===== src/rtl/lfc_pkg.sv =====
package lfc_pkg;
    localparam int FEAT_W   = 16;
    localparam int FRAC_W   = 14;
    localparam int ACC_W    = 36;
    localparam int NUM_FEAT = 3;
    localparam int IDX_W    = $clog2(NUM_FEAT);
    localparam int CFG_AW   = 2;
    localparam int PROD_W   = 2 * FEAT_W;
    localparam int THR_ADDR = NUM_FEAT;

    typedef logic signed [FEAT_W-1:0] q_t;
    typedef logic signed [ACC_W-1:0]  acc_t;

    localparam q_t THR_RESET = q_t'(1 << (FRAC_W - 1));

    typedef struct packed {
        q_t [NUM_FEAT-1:0] w;
        q_t                thr;
    } coef_set_t;

    function automatic acc_t mul_ext(input q_t a, input q_t b);
        logic signed [PROD_W-1:0] p;
        p = a * b;
        return {{(ACC_W - PROD_W){p[PROD_W-1]}}, p};
    endfunction

    function automatic acc_t thr_ext(input q_t t);
        return {{(ACC_W - FEAT_W - FRAC_W){t[FEAT_W-1]}}, t, {FRAC_W{1'b0}}};
    endfunction
endpackage


===== src/rtl/lfc_coef_bank.sv =====
module lfc_coef_bank
    import lfc_pkg::*;
(
    input  logic              clk,
    input  logic              rst,
    input  logic              wr_en,
    input  logic [CFG_AW-1:0] wr_addr,
    input  q_t                wr_data,
    input  logic              snap,
    output coef_set_t         active
);
    q_t        stage_w [NUM_FEAT];
    q_t        stage_thr;
    coef_set_t staged;

    generate
        for (genvar i = 0; i < NUM_FEAT; i++) begin : g_wreg
            always_ff @(posedge clk) begin
                if (rst)
                    stage_w[i] <= '0;
                else if (wr_en && wr_addr == CFG_AW'(i))
                    stage_w[i] <= wr_data;
            end
        end
    endgenerate

    always_ff @(posedge clk) begin
        if (rst)
            stage_thr <= THR_RESET;
        else if (wr_en && wr_addr == CFG_AW'(THR_ADDR))
            stage_thr <= wr_data;
    end

    always_comb begin
        for (int i = 0; i < NUM_FEAT; i++)
            staged.w[i] = stage_w[i];
        staged.thr = stage_thr;
    end

    // The working set is copied from the staging set only when a window
    // is accepted, so the window in flight never sees a fresh write.
    always_ff @(posedge clk) begin
        if (rst) begin
            active.w   <= '0;
            active.thr <= THR_RESET;
        end else if (snap) begin
            active <= staged;
        end
    end
endmodule


===== src/rtl/lfc_mac_seq.sv =====
module lfc_mac_seq
    import lfc_pkg::*;
(
    input  logic              clk,
    input  logic              rst,
    input  logic              start,
    input  q_t [NUM_FEAT-1:0] feat_in,
    input  q_t [NUM_FEAT-1:0] wgt,
    output logic              accept,
    output logic              busy,
    output logic              done,
    output acc_t              acc
);
    localparam logic [IDX_W-1:0] LAST = IDX_W'(NUM_FEAT - 1);

    q_t [NUM_FEAT-1:0] feat_r;
    logic [IDX_W-1:0]  idx;
    acc_t              prod;

    assign accept = start && !busy;

    always_comb prod = mul_ext(feat_r[idx], wgt[idx]);

    always_ff @(posedge clk) begin
        if (rst) begin
            feat_r <= '0;
            idx    <= '0;
            acc    <= '0;
            busy   <= 1'b0;
            done   <= 1'b0;
        end else begin
            done <= 1'b0;
            if (accept) begin
                feat_r <= feat_in;
                idx    <= '0;
                acc    <= '0;
                busy   <= 1'b1;
            end else if (busy) begin
                acc <= acc + prod;
                if (idx == LAST) begin
                    idx  <= '0;
                    busy <= 1'b0;
                    done <= 1'b1;
                end else begin
                    idx <= idx + 1'b1;
                end
            end
        end
    end
endmodule


===== src/rtl/lfc_decide.sv =====
module lfc_decide
    import lfc_pkg::*;
(
    input  logic clk,
    input  logic rst,
    input  logic done,
    input  acc_t acc,
    input  q_t   thr,
    output logic out_valid,
    output logic out_seizure,
    output acc_t out_score
);
    logic hit;

    assign hit = acc >= thr_ext(thr);

    always_ff @(posedge clk) begin
        if (rst) begin
            out_valid   <= 1'b0;
            out_seizure <= 1'b0;
            out_score   <= '0;
        end else begin
            out_valid <= done;
            if (done) begin
                out_seizure <= hit;
                out_score   <= acc;
            end
        end
    end
endmodule


===== src/rtl/seizure_lin_classifier.sv =====
module seizure_lin_classifier
    import lfc_pkg::*;
(
    input  logic              clk,
    input  logic              rst,
    input  logic              in_valid,
    input  logic [FEAT_W-1:0] in_cm,
    input  logic [FEAT_W-1:0] in_band_a,
    input  logic [FEAT_W-1:0] in_band_b,
    input  logic              cfg_we,
    input  logic [CFG_AW-1:0] cfg_addr,
    input  logic [FEAT_W-1:0] cfg_wdata,
    output logic              out_valid,
    output logic              out_seizure,
    output logic [ACC_W-1:0]  out_score
);
    q_t [NUM_FEAT-1:0] feat_vec;
    coef_set_t         coef;
    logic              accept_w;
    logic              busy_w;
    logic              done_w;
    acc_t              acc_w;
    acc_t              score_w;

    assign feat_vec[0] = q_t'(in_cm);
    assign feat_vec[1] = q_t'(in_band_a);
    assign feat_vec[2] = q_t'(in_band_b);

    lfc_coef_bank u_bank (
        .clk    (clk),
        .rst    (rst),
        .wr_en  (cfg_we),
        .wr_addr(cfg_addr),
        .wr_data(q_t'(cfg_wdata)),
        .snap   (accept_w),
        .active (coef)
    );

    lfc_mac_seq u_mac (
        .clk    (clk),
        .rst    (rst),
        .start  (in_valid),
        .feat_in(feat_vec),
        .wgt    (coef.w),
        .accept (accept_w),
        .busy   (busy_w),
        .done   (done_w),
        .acc    (acc_w)
    );

    lfc_decide u_dec (
        .clk        (clk),
        .rst        (rst),
        .done       (done_w),
        .acc        (acc_w),
        .thr        (coef.thr),
        .out_valid  (out_valid),
        .out_seizure(out_seizure),
        .out_score  (score_w)
    );

    assign out_score = score_w;
endmodule


===== config.mk =====
export PLATFORM = sky130hd
export DESIGN_NAME = seizure_lin_classifier
export DESIGN_NICKNAME = d
export VERILOG_FILES = /design/src/rtl/lfc_pkg.sv /design/src/rtl/lfc_coef_bank.sv /design/src/rtl/lfc_mac_seq.sv /design/src/rtl/lfc_decide.sv /design/src/rtl/seizure_lin_classifier.sv
export SDC_FILE = /design/constraint.sdc
export NUM_CORES = 1
export LEC_CHECK = 0
export BUFFER_PORTS_ARGS = -buffer_cell sky130_fd_sc_hd__clkbuf_2
export CAP_MARGIN = 20
export CELL_PAD_IN_SITES_DETAIL_PLACEMENT = 1
export CELL_PAD_IN_SITES_GLOBAL_PLACEMENT = 2
export CORE_MARGIN = 3
export CORE_UTILIZATION = 40
export CTS_CLUSTER_DIAMETER = 120
export DETAILED_ROUTE_END_ITERATION = 8
export GPL_ROUTABILITY_DRIVEN = 0
export PLACE_DENSITY_LB_ADDON = 0.05
export SLEW_MARGIN = 10
export SYNTH_ARGS = -nofsm -noshare
export SYNTH_HDL_FRONTEND = slang
export SYNTH_SLANG_ARGS = --single-unit

===== constraint.sdc =====
create_clock -name clk -period 8.98 [get_ports clk]
set_input_delay 0.449 -clock clk [delete_from_list [all_inputs] [get_ports clk]]
set_output_delay 0.449 -clock clk [all_outputs]
set_load 0.03 [all_outputs]

==> impl_metrics.tcl <==
set metrics [dict create \
    cts_tree "done" \
    ys_types 59 \
    grt_usage 0.250 \
    io_pins 108 \
    seq_power_share 0.352 \
    rows 84 \
    period_share 0.876 \
    coreArea_mm2 0.0531 \
    layout-drive-gt1-share 0.0877 \
    clock_path_buffers 3 \
    ir_drop_mv 0.156 \
    relSlewSlack 0.246 \
    async_flop_share 0 \
    clk_latency_ns 0.60 \
    layout_commonest_cell "nand2_1" \
    cts_hold_buffers 0 \
    nets 2997 \
    dr.pass1.iters 4 \
    crit_required_ns 9.46 \
    final_cell_mix "nand2_1, inv_1, fa_1" \
    whs_ns 0.0696 \
    synth_edf_count 48 \
    dieArea_mm2 0.0569 \
    hold_violations 0 \
    min_to "u_mac.feat_r[31]" \
    drcViolationCount 0 \
    syn_area_mm2 0.0216 \
    syn_nets 2930 \
    crit_path_max_fanout 15 \
    worst_pin_slew_ns 1.13 \
    numPortBuffers 107 \
    r2r-start "u_mac.idx[1]" \
    start_util 0.408 \
    clockRootBuffer "clkbuf_16" \
    synth_ff_type "dfxtp_1" \
    min-delay-start "in_band_a[15]" \
    syn_area_per_cell_um2 8.95 \
    cts.sinks 254 \
    vias_per_cell 5.15 \
    syn2layout_area_growth_pct 11.4 \
    grt_max_degree 103 \
    netlist_instances 2417 \
    r2r_setup_slack_ns 1.12 \
    path_class "flop to flop" \
    status "complete, no violations" \
    finalSetupTns_ns 0 \
    power.share.combinational 0.282 \
    clk_pin_slew_ns 0.06 \
    die_w_um 239 \
    final-setup-viol-count 0 \
    fin_crit_ns 7.86 \
    critPathLaunchType "flop" \
    routed_wl_mm 68.9 \
    ant_nets 0 \
    dpl.hpwl_mm 54.6 \
    fin_skew_ns 0.0270 \
    r2r-end "u_mac.acc[31]" \
    ys_seq_elements 254 \
    arrival_ns 8.35 \
    ff2ff_path_depth 25 \
    drv_cap 0 \
    p_sw_uw 1220 \
    wl_per_cell_um 21.6 \
    htree_levels 1 \
    vias 16464 \
    clkPwrFrac 0.366 \
    synth.yosys.seq_area_share 0.257 \
    synth_warnings 0 \
    ctsResizeCount 0 \
    endpoint_kind "flop" \
    slew_viol_final 0 \
    grt_pass1_vias 18467 \
    switching_share 0.339 \
    die-height_um 239 \
    fmax_mhz 127 \
    grt-ovfl-total 0 \
    cts_buffers 31 \
    p_per_area_mw_per_mm2 149 \
    intPower_uw 2380 \
    rsz0062_at_grt "false" \
    postCtsSetupBuffers 0 \
    drt_iter0_drc 797 \
    antenna_found_initial 0 \
    hold_depth 3 \
    grt_pass1_wl_mm 109 \
    p_leak_uw 0.0113 \
    hold_path.class "input pin to flop" \
]
==> worst max-delay path, cell delays in order, from the launching register on <==
cell	delay [ns]
dfxtp_2	0.49
buf_4	0.34
mux2i_1	0.25
nor2_1	0.09
a21oi_1	0.79
nor2_1	0.21
fa_1	0.56
inv_1	0.07
fa_1	0.54
inv_1	0.06
fa_1	0.49
fa_1	0.50
fa_1	0.50
inv_1	0.07
fa_1	0.50
inv_1	0.06
ha_1	0.39
nand3_1	0.20
nor2_1	0.21
nand3_1	0.10
a211oi_1	0.29
nor3_2	0.11
o31ai_2	0.38
a31oi_1	0.19
mux2i_1	0.15
a31o_1	0.19
==> how the worst max path moves through the flow <==
stage	cells past startpoint	start	slack [ns]	to
floorplan	29	u_mac.idx[0]	1.99	u_mac.acc[33]
global placement	22	u_mac.idx[1]	1.18	u_mac.acc[34]
detailed placement	25	u_mac.idx[1]	1.15	u_mac.acc[31]
CTS	22	u_mac.idx[1]	1.09	u_mac.acc[34]
global route	22	u_mac.idx[1]	0.61	u_mac.acc[34]
finish	25	u_mac.idx[1]	1.12	u_mac.acc[31]
==> cell families (layout without fill, tap and decap cells) <==
family	Yosys count	in the layout	share of synthesized area
AOI/OAI and AO/OA	308	308	0.0833
xor gates and xnor gates	32	32	0.0130
adders and majority gates	443	443	0.365
buffers and inverters	505	596	0.0879
DFF	254	254	0.257
muxes	90	90	0.0416
other	0	1	0
and+or+nand+nor	785	785	0.152
==> through the flow <==
stage,area (um^2),power [uW],setup slack (ns),util,cells
after floorplan,21600,1950,1.99,-,2417
after global placement,22900,2280,1.18,0.432,3133
after detailed placement,22900,2300,1.15,0.432,3133
after CTS,24000,3640,1.09,0.452,3190
after global routing,24100,3820,0.612,0.454,3196
final,24100,3600,1.12,0.454,3197
==> Yosys cell counts, types with 7 or more instances <==
| master | n | area [um^2] |
|---|---|---|
| o21ai_1 | 7 | 35.0 |
| nand3_1 | 11 | 55.1 |
| dfxtp_1 | 206 | 4120 |
| o21ai_0 | 25 | 125 |
| nand2b_1 | 8 | 50.1 |
| a21oi_1 | 188 | 941 |
| mux2i_1 | 90 | 901 |
| nand4_1 | 11 | 68.8 |
| ha_1 | 129 | 1610 |
| nor2b_1 | 10 | 62.6 |
| nor3_1 | 14 | 70.1 |
| inv_1 | 394 | 1480 |
| and2_1 | 57 | 357 |
| clkbuf_1 | 91 | 342 |
| xor2_1 | 9 | 78.8 |
| fa_1 | 314 | 6290 |
| edfxtp_1 | 48 | 1440 |
| nand2_1 | 427 | 1600 |
| nor2_1 | 218 | 818 |
| buf_1 | 15 | 56.3 |
| a21o_1 | 45 | 338 |
| xnor2_1 | 23 | 201 |
==> flip-flops by register name, summed over array words and instances, names as in the netlist, 2 cells and up <==
register,flops
u_bank.active,64
u_bank.stage_w,48
u_mac.feat_r,48
u_dec.out_score,36
u_mac.acc,36
u_bank.stage_thr,16
u_mac.idx,2
==> metal layers <==
metal / part of all wire / GRT usage
met5: 0 / 0
met1: 0.47 / 0.355
met3: 0.039 / 0.0320
met4: 0.020 / 0.0440
met2: 0.47 / 0.418
==> layout make-up <==
cell class | count | area (um^2)
fill | 6138 | 29000
multi-input combinational | 1658 | 14200
sequential | 254 | 5570
inverter | 394 | 1480
timing repair buffer | 145 | 895
tap | 688 | 861
clock buffer | 39 | 857
clock inverter | 18 | 216
antenna | 1 | 2.50
==> power by group through the flow <==
stage / clock (uW) / sequential (uW) / combinational, uW
final: 1320 / 1270 / 1020
after global routing: 1400 / 1280 / 1150
after CTS: 1350 / 1270 / 1020
after detailed placement: 0 / 1290 / 1000
after global placement: 0 / 1290 / 989
after floorplan: 0 / 1270 / 682
(Power assumes the default switching activity.)
